## config.mk

```make
export PLATFORM = sky130hd
export DESIGN_NAME = wdg_guard
export DESIGN_NICKNAME = d
export VERILOG_FILES = /design/src/rtl/wdg_pkg.sv /design/src/rtl/wdg_prescale.sv /design/src/rtl/wdg_keyseq.sv /design/src/rtl/wdg_pulse.sv /design/src/rtl/wdg_guard.sv
export SDC_FILE = /design/constraint.sdc
export NUM_CORES = 1
export LEC_CHECK = 0
export ABC_AREA = 1
export BUFFER_PORTS_ARGS = -buffer_cell sky130_fd_sc_hd__buf_4
export CORE_MARGIN = 2
export CORE_UTILIZATION = 29
export DETAILED_ROUTE_END_ITERATION = 16
export PLACE_DENSITY_LB_ADDON = 0.1
export SKIP_LAST_GASP = 1
export SLEW_MARGIN = 20
export SYNTH_ARGS = -nofsm -noshare
export SYNTH_HDL_FRONTEND = slang
export SYNTH_SLANG_ARGS = --single-unit
```

## constraint.sdc

```tcl
create_clock -name clk -period 1.3 [get_ports clk]
set_input_delay 0.325 -clock clk [delete_from_list [all_inputs] [get_ports clk]]
set_output_delay 0.325 -clock clk [all_outputs]
set_load 0.02 [all_outputs]
```

## src/rtl/wdg_pkg.sv

```systemverilog
// Package: shared constants and types for the key-armed watchdog.
// Assumes an 8-bit register address and data bus.
package wdg_pkg;
    localparam logic [7:0] KEY_ADDR   = 8'hA6;
    localparam logic [7:0] KEY_FIRST  = 8'h1E;
    localparam logic [7:0] KEY_SECOND = 8'hE1;

    typedef enum logic {
        SEQ_IDLE,
        SEQ_PRIMED
    } seq_t;
endpackage

```

## src/rtl/wdg_prescale.sv

```systemverilog
// Machine-cycle divider: produces a one-clock tick every DIV_LO or DIV_HI
// clocks while running. Assumes mode_sel is static while running; restart
// puts the phase back to zero so the first tick is a full period later.
module wdg_prescale #(
    parameter int DIV_LO = 6,
    parameter int DIV_HI = 12
) (
    input  logic clk,
    input  logic rst_n,
    input  logic run,
    input  logic restart,
    input  logic mode_sel,
    output logic tick
);
    localparam int PSW = $clog2(DIV_HI);
    localparam logic [PSW-1:0] LAST_LO = PSW'(DIV_LO - 1);
    localparam logic [PSW-1:0] LAST_HI = PSW'(DIV_HI - 1);

    logic [PSW-1:0] phase;
    logic [PSW-1:0] last;

    // Pick the terminal phase for the selected clock mode.
    always_comb last = mode_sel ? LAST_HI : LAST_LO;

    assign tick = run && (phase == last);

    // Advance the phase, wrapping at the terminal value.
    always_ff @(posedge clk) begin
        if (!rst_n || restart || !run) phase <= '0;
        else if (phase == last)         phase <= '0;
        else                            phase <= phase + 1'b1;
    end
endmodule

```

## src/rtl/wdg_keyseq.sv

```systemverilog
// Key tracker: watches bus writes to the key address and flags a completed
// two-byte key. Writes elsewhere are ignored; blocked writes are ignored.
module wdg_keyseq (
    input  logic       clk,
    input  logic       rst_n,
    input  logic       wipe,
    input  logic       block,
    input  logic       wr_en,
    input  logic [7:0] wr_addr,
    input  logic [7:0] wr_data,
    output logic       key_done
);
    import wdg_pkg::*;

    seq_t state;
    logic hit;

    // A write that reaches the key register.
    assign hit      = wr_en && !block && (wr_addr == KEY_ADDR);
    assign key_done = hit && (state == SEQ_PRIMED) && (wr_data == KEY_SECOND);

    // Track whether the last key-register write was the first key byte.
    always_ff @(posedge clk) begin
        if (!rst_n || wipe)               state <= SEQ_IDLE;
        else if (hit && wr_data == KEY_FIRST) state <= SEQ_PRIMED;
        else if (hit)                     state <= SEQ_IDLE;
    end
endmodule

```

## src/rtl/wdg_pulse.sv

```systemverilog
// Reset pulse generator: once started, holds active for PULSE_6 or PULSE_12
// clocks and flags done in its final cycle. Assumes mode_sel is static.
module wdg_pulse #(
    parameter int PULSE_6  = 98,
    parameter int PULSE_12 = 196
) (
    input  logic clk,
    input  logic rst_n,
    input  logic start,
    input  logic mode_sel,
    output logic active,
    output logic done
);
    localparam int PMAX = (PULSE_12 > PULSE_6) ? PULSE_12 : PULSE_6;
    localparam int PLW  = $clog2(PMAX);
    localparam logic [PLW-1:0] END_6  = PLW'(PULSE_6 - 1);
    localparam logic [PLW-1:0] END_12 = PLW'(PULSE_12 - 1);

    logic [PLW-1:0] pcnt;

    assign done = active && (pcnt == (mode_sel ? END_12 : END_6));

    // Hold the pulse and count its length.
    always_ff @(posedge clk) begin
        if (!rst_n) begin
            active <= 1'b0;
            pcnt   <= '0;
        end else if (done) begin
            active <= 1'b0;
            pcnt   <= '0;
        end else if (active) begin
            pcnt   <= pcnt + 1'b1;
        end else if (start) begin
            active <= 1'b1;
            pcnt   <= '0;
        end
    end
endmodule

```

## src/rtl/wdg_guard.sv

```systemverilog
// Key-armed watchdog top: arms on a two-byte key, counts machine cycles and
// emits a fixed-length reset pulse on overflow. Assumes a synchronous
// active-low reset and a mode_sel that only changes while disarmed.
module wdg_guard #(
    parameter int CNT_W    = 14,
    parameter int DIV_LO   = 6,
    parameter int DIV_HI   = 12,
    parameter int PULSE_6  = 98,
    parameter int PULSE_12 = 196
) (
    input  logic       clk,
    input  logic       rst_n,
    input  logic       mode_sel,
    input  logic       wr_en,
    input  logic [7:0] wr_addr,
    input  logic [7:0] wr_data,
    output logic       rst_pulse
);
    localparam logic [CNT_W-1:0] CNT_LAST = {{(CNT_W-1){1'b1}}, 1'b0};

    logic             armed;
    logic [CNT_W-1:0] count;
    logic             tick;
    logic             key_done;
    logic             pulse_on;
    logic             wipe;
    logic             expire;

    // The final tick overflows unless a key lands on the same edge.
    assign expire    = tick && (count == CNT_LAST) && !key_done;
    assign rst_pulse = pulse_on;

    wdg_keyseq u_keys (
        .clk      (clk),
        .rst_n    (rst_n),
        .wipe     (wipe),
        .block    (pulse_on),
        .wr_en    (wr_en),
        .wr_addr  (wr_addr),
        .wr_data  (wr_data),
        .key_done (key_done)
    );

    wdg_prescale #(.DIV_LO(DIV_LO), .DIV_HI(DIV_HI)) u_div (
        .clk      (clk),
        .rst_n    (rst_n),
        .run      (armed && !pulse_on),
        .restart  (key_done || wipe),
        .mode_sel (mode_sel),
        .tick     (tick)
    );

    wdg_pulse #(.PULSE_6(PULSE_6), .PULSE_12(PULSE_12)) u_pulse (
        .clk      (clk),
        .rst_n    (rst_n),
        .start    (expire),
        .mode_sel (mode_sel),
        .active   (pulse_on),
        .done     (wipe)
    );

    // One-time arm flag: set by a key, cleared only by reset or pulse end.
    always_ff @(posedge clk) begin
        if (!rst_n || wipe) armed <= 1'b0;
        else if (key_done)  armed <= 1'b1;
    end

    // Machine-cycle counter: cleared by key, advanced by tick, held at overflow.
    always_ff @(posedge clk) begin
        if (!rst_n || wipe || key_done) count <= '0;
        else if (tick && !expire)       count <= count + 1'b1;
    end
endmodule

```

# == Word level (Yosys, flattened, before mapping) ==
# Cells that the tools add are included.
# totals
ff_bits,29
inputBits,20
out_inout_bits,1
elab_cells,49
# classes
add_sub_neg,3
eq_ne,6
mux,8
n_bitwise,1
n_reduce_logical,25
# op_table
operator,n
$mux W8,3
$eq A8 B8 Y1 const B,2
$add A14 B1 Y14 const B,1
$eq A14 B14 Y1 const B,1
$logic_and A1 B1 Y1,11
$add A8 B1 Y8 const B,1
$eq A8 B5 Y1 const B,1
$eq A8 B8 Y1,1
$logic_not A1 Y1,5
$logic_or A1 B1 Y1,5
$add A4 B1 Y4 const B,1
$eq A4 B4 Y1,1
$mux W1,4
$mux W4,1
$reduce_bool A2 Y1,2
$reduce_or A2 Y1,2
$not A1 Y1,1

# == Logic depth before layout (Yosys ltp) ==
# logic_depth
ltp_word,9
depth_mapped,11
mapped_depth_nobuf,11

# == Cells and area by module ==
# A second synthesis with hierarchy kept.
# unflattened
hier_cells,291
hier_area_um2,1873.0
# by_module_without_submodules
mod,n_inst,cells_per_inst,area_per_inst_um2,seq_area_each_um2
wdg_guard,1,144,957.2,300.3
wdg_pulse,1,81,529.3,180.2
wdg_prescale,1,28,216.5,80.1
wdg_keyseq,1,38,170.2,20.0

# == Least setup slack after synthesis ==
# Ideal clock, no wire load.
# synth_path
path_kind,flip-flop to flip-flop
from,reg u_pulse.active
to,reg count[11]
setup_time_ps,112
t_arrival_ps,1388
required_ps,1188
slack_ps,-200
stages_incl_launch_ff,10
path_buffers,2
period_less_slack_ps,1500
path_cell_list,dfxtp_1 buf_4 nand4_1 nor2_1 nand3_2 nand2_4 nor2_1 buf_6 nand2_1 nor2_1
# synth_via
elab_chain_len,9
elab_cells_between_ends,15
cone_classes,15 x reduce/logical
# synth_lines
item,line,source
"start, declared",wdg_pulse.sv:11,"output logic active,"
"start signal, assigned",wdg_pulse.sv:26,active <= 1'b0;
"start signal, assigned",wdg_pulse.sv:29,active <= 1'b0;
"start signal, assigned",wdg_pulse.sv:34,active <= 1'b1;
$logic_not A1 Y1,"wdg_keyseq.sv:19, wdg_guard.sv:47",
$logic_and A1 B1 Y1 (2 in a row),wdg_keyseq.sv:19,assign hit = wr_en && !block && (wr_addr == KEY_ADDR);
$logic_and A1 B1 Y1 (2 in a row),wdg_keyseq.sv:20,assign key_done = hit && (state == SEQ_PRIMED) && (wr_data == KEY_SECOND);
$logic_not A1 Y1,wdg_guard.sv:30,assign expire = tick && (count == CNT_LAST) && !key_done;
$logic_and A1 B1 Y1,wdg_guard.sv:30,
$logic_not A1 Y1,wdg_guard.sv:71,else if (tick && !expire) count <= count + 1'b1;
$logic_and A1 B1 Y1,wdg_guard.sv:71,
"end signal, assigned",wdg_guard.sv:71,
"end, declared",wdg_guard.sv:22,logic [CNT_W-1:0] count;
# Parallel ways exist; a longest one is shown, timed or not.
# A chain may end at the register's enable or synchronous reset.

# == Final worst setup path ==
# layout_path
from,reg count[0]
to,reg count[4]
# layout_via
elab_chain_len,5
elab_cells_between_ends,6
cone_classes,1 x add/sub; 1 x eq/ne; 4 x reduce/logical
# layout_lines
item
"parallel branches: the longest is 5 deep, another holds $add A14 B1 Y14"
# Parallel ways; which one is timed is not known.

==> impl_metrics.tcl <==
set metrics [dict create \
    n_antenna_cell 0 \
    syn-num-nets 325 \
    yosys_warnings 0 \
    core_area_um2 6390 \
    period_needed_ns 1.47 \
    vias 2054 \
    ff_latch_area_um2 601 \
    final_util_pct 46.7 \
    ios 21 \
    cts_hold_buffers 0 \
    placed_area_um2 2550 \
    drc 0 \
    internal-power_mw 1.72 \
    r2r_end "count[4]$_SDFFE_PP0P_" \
    clk_path_buf_depth 2 \
    combinationalPowerShare_pct 6.2 \
    r2r_setup_slack_ns -0.17 \
    synthCells 301 \
    dominantRegCellSynth "dfxtp_1" \
    setup.worst_path.start_class "flip-flop" \
    h-tree-depth 2 \
    busiest_layer "met2" \
    skew_ns 0.00934 \
    maxSlewHeadroom_pct 83.2 \
    place_inst 447 \
    antenna_found_initial 0 \
    synth_area_um2 1920 \
    worst_setup_path_end_kind "flip-flop" \
    min_to "u_keys.state$_SDFFE_PP0P_" \
    final_area_um2 2980 \
    slew_violations 0 \
    drt-vias-per-instance 4.42 \
    power_density_nw_per_um2 721 \
    fin_nets 411 \
    fp.dieH_um 85.3 \
    yosysMostFrequentCell "nand2_1" \
    synthTopCellsByCount "nand2_1 (74), nor2_1 (48), inv_1 (46), dfxtp_1 (29), nand3_1 (28)" \
    syn_avg_cell_area_um2 6.37 \
    p_leak_nw 1.26 \
    ys_seq_elements 29 \
    drt-total-wl_mm 5.13 \
    r2r_cells 10 \
    path_class "flip-flop to flip-flop" \
    drtPass1Iterations 4 \
    dp_hpwl_mm 3.75 \
    synth_top_cell_by_area "dfxtp_1" \
    insertion_delay_ns 0.29 \
    finalHoldViolations 0 \
    drv_cap 0 \
    finalSetupTns_ns -2.54 \
    pwr-share-seq_pct 41.2 \
    total_power_mw 2.15 \
    crit_fanout 5 \
    ant_nets 0 \
    port-buffer-count 20 \
    gr-usage-met2_pct 25.3 \
    synth-edff-count 0 \
    syn2layout_area_growth_pct 55.4 \
    cts.reportedPaths.clkPinSlew_ns 0.06 \
    violations "setup timing" \
    grt_pass1_wl_mm 8.95 \
    yosys-top-cells-area "dfxtp_1 (30%), nand2_1 (14%), nor2_1 (9.4%), inv_1 (9.0%), nand3_1 (7.3%)" \
    p_switching_mw 0.431 \
    worstPathRequired_ns 1.47 \
    initial_core_util_pct 30.0 \
    grt_pass1_vias 2005 \
    hold_class "primary input to flip-flop" \
    grtUsageTotal_pct 15.3 \
    timing.fmax_ghz 0.678 \
    hold_path_startpoint "wr_data[6]" \
    rsz0062_at_grt "true" \
    cts_sinks 29 \
    grt_start_max_net_pins 11 \
    dp_worst_setup_slack_ns -0.344 \
    use_met1_pct 20.2 \
    grt_use_met3_pct 2.63 \
    die_area_um2 7280 \
    yosysSeqAreaShare_pct 30.3 \
    fin_ws_ns -0.174 \
    min_path_cells 4 \
    yosysUniqueCellTypes 31 \
    outcome "complete, but fails checks" \
    multi_input_area_um2 1360 \
    setup_violations 23 \
    gp_congestion 0.764 \
    holdWs_ns 0.316 \
    clkPwrFrac_pct 52.6 \
    switching_share_pct 20.0 \
    die_w_um 85.3 \
    cts_tree "yes" \
    irDropWorstVdd_uv 659 \
    wl_per_cell_um 11.0 \
    clock-root-buffer "clkbuf_8" \
    fillCellCount 652 \
    drive_gt1_share_pct 44.1 \
    core.rowCount 29 \
    cts_buffers 5 \
    tightest_slew_ns 0.250 \
    drt_iter0_drc 49 \
    cp.arrival_ns 1.65 \
    synth_top_area_share_pct 30.3 \
    gr-total-overflow 0 \
    async_flop_share_pct 0 \
    final_cells 465 \
    rr_startpoint "count[0]$_SDFFE_PP0P_" \
    fin_crit_sh_pct 113 \
]
==> metal layers <==
layer / up-vias / share of wire [%]
met5: - / 0
met4: 0 / 1.4
met3: 7 / 2.7
met2: 15 / 48
met1: 908 / 48
li1: 1124 / -
==> timing repair <==
item | CTS | global route
setup buffers | 4 | 3
pin swaps | 6 | 5
setup endpoints to repair | 28 | 29
gates cloned | 3 | 0
resized for setup | 14 | 46
==> logic make-up (layout without fill, tap and decap cells) <==
kind of cell | Yosys count | after routing | share of synthesized area (%)
flip-flops | 29 | 29 | 30.3
AO/OA/AOI/OAI | 32 | 32 | 9.39
AND/OR/NAND/NOR | 179 | 182 | 44.0
adder cells (fa/ha/maj) | 4 | 4 | 2.61
XOR/XNOR | 5 | 5 | 2.28
buffers and inverters | 52 | 136 | 11.5
==> power by group through the flow <==
stage	registers (mW)	clock network [mW]	logic [mW]
3_3_place_gp	0.906	0	0.122
5_1_grt	0.885	1.19	0.149
2_1_floorplan	0.906	0	0.0469
6_report	0.886	1.13	0.134
4_1_cts	0.886	1.16	0.130
3_5_place_dp	0.906	0	0.122
==> cells in the final DEF (no fill, tap or decap), types with 2 or more instances in the layout <==
cell type / n
a21oi_1: 13
a21oi_2: 8
buf_4: 77
buf_6: 2
bufinv_16: 2
clkbuf_8: 5
dfxtp_1: 15
dfxtp_2: 13
ha_1: 2
inv_1: 41
inv_2: 7
nand2_1: 66
nand2_2: 10
nand2_4: 3
nand3_1: 20
nand3_2: 12
nand3_4: 6
nand4_1: 4
nor2_1: 39
nor2_2: 9
nor2_4: 6
nor3_1: 2
o21ai_0: 8
xor2_1: 3
==> worst max-delay path, stage by stage, from the launching register on <==
cell and delay [ns]:
dfxtp_2 0.34, inv_2 0.06, ha_4 0.12, inv_2 0.04, nor2_4 0.08, nand3_2 0.08
nor2_4 0.21, buf_4 0.17, nand3_4 0.10, nand3_2 0.10, a21oi_2 0.05
==> flip-flops by register name, summed over array words and instances (netlist names) <==
register / cells
count: 14
u_pulse.pcnt: 8
u_div.phase: 4
armed: 1
u_keys.state: 1
u_pulse.active: 1
==> how the worst max path moves through the flow <==
stage                                               to  slack, ns  cells after the start                   from
after floorplan                  count[6]$_SDFFE_PP0P_      -0.07                     10  count[0]$_SDFFE_PP0P_
after global placement    u_pulse.pcnt[2]$_SDFFE_PP0P_      -0.32                     10             wr_addr[6]
after detailed placement  u_pulse.pcnt[6]$_SDFFE_PP0P_      -0.34                     10             wr_addr[6]
after CTS                        count[7]$_SDFFE_PP0P_      -0.17                     11  count[0]$_SDFFE_PP0P_
after global routing            count[12]$_SDFFE_PP0P_      -0.26                      8  count[0]$_SDFFE_PP0P_
final                            count[4]$_SDFFE_PP0P_      -0.17                     10  count[0]$_SDFFE_PP0P_
==> cell type report <==
| type | count | area share [%] |
|---|---|---|
| tap | 77 | 3.23 |
| clock inverter | 3 | 2.18 |
| inverter | 49 | 6.26 |
| clock buffer | 5 | 2.31 |
| sequential | 29 | 20.2 |
| timing repair buffer | 79 | 20.2 |
| multi-input combinational | 223 | 45.7 |
(Power assumes the default switching activity.)
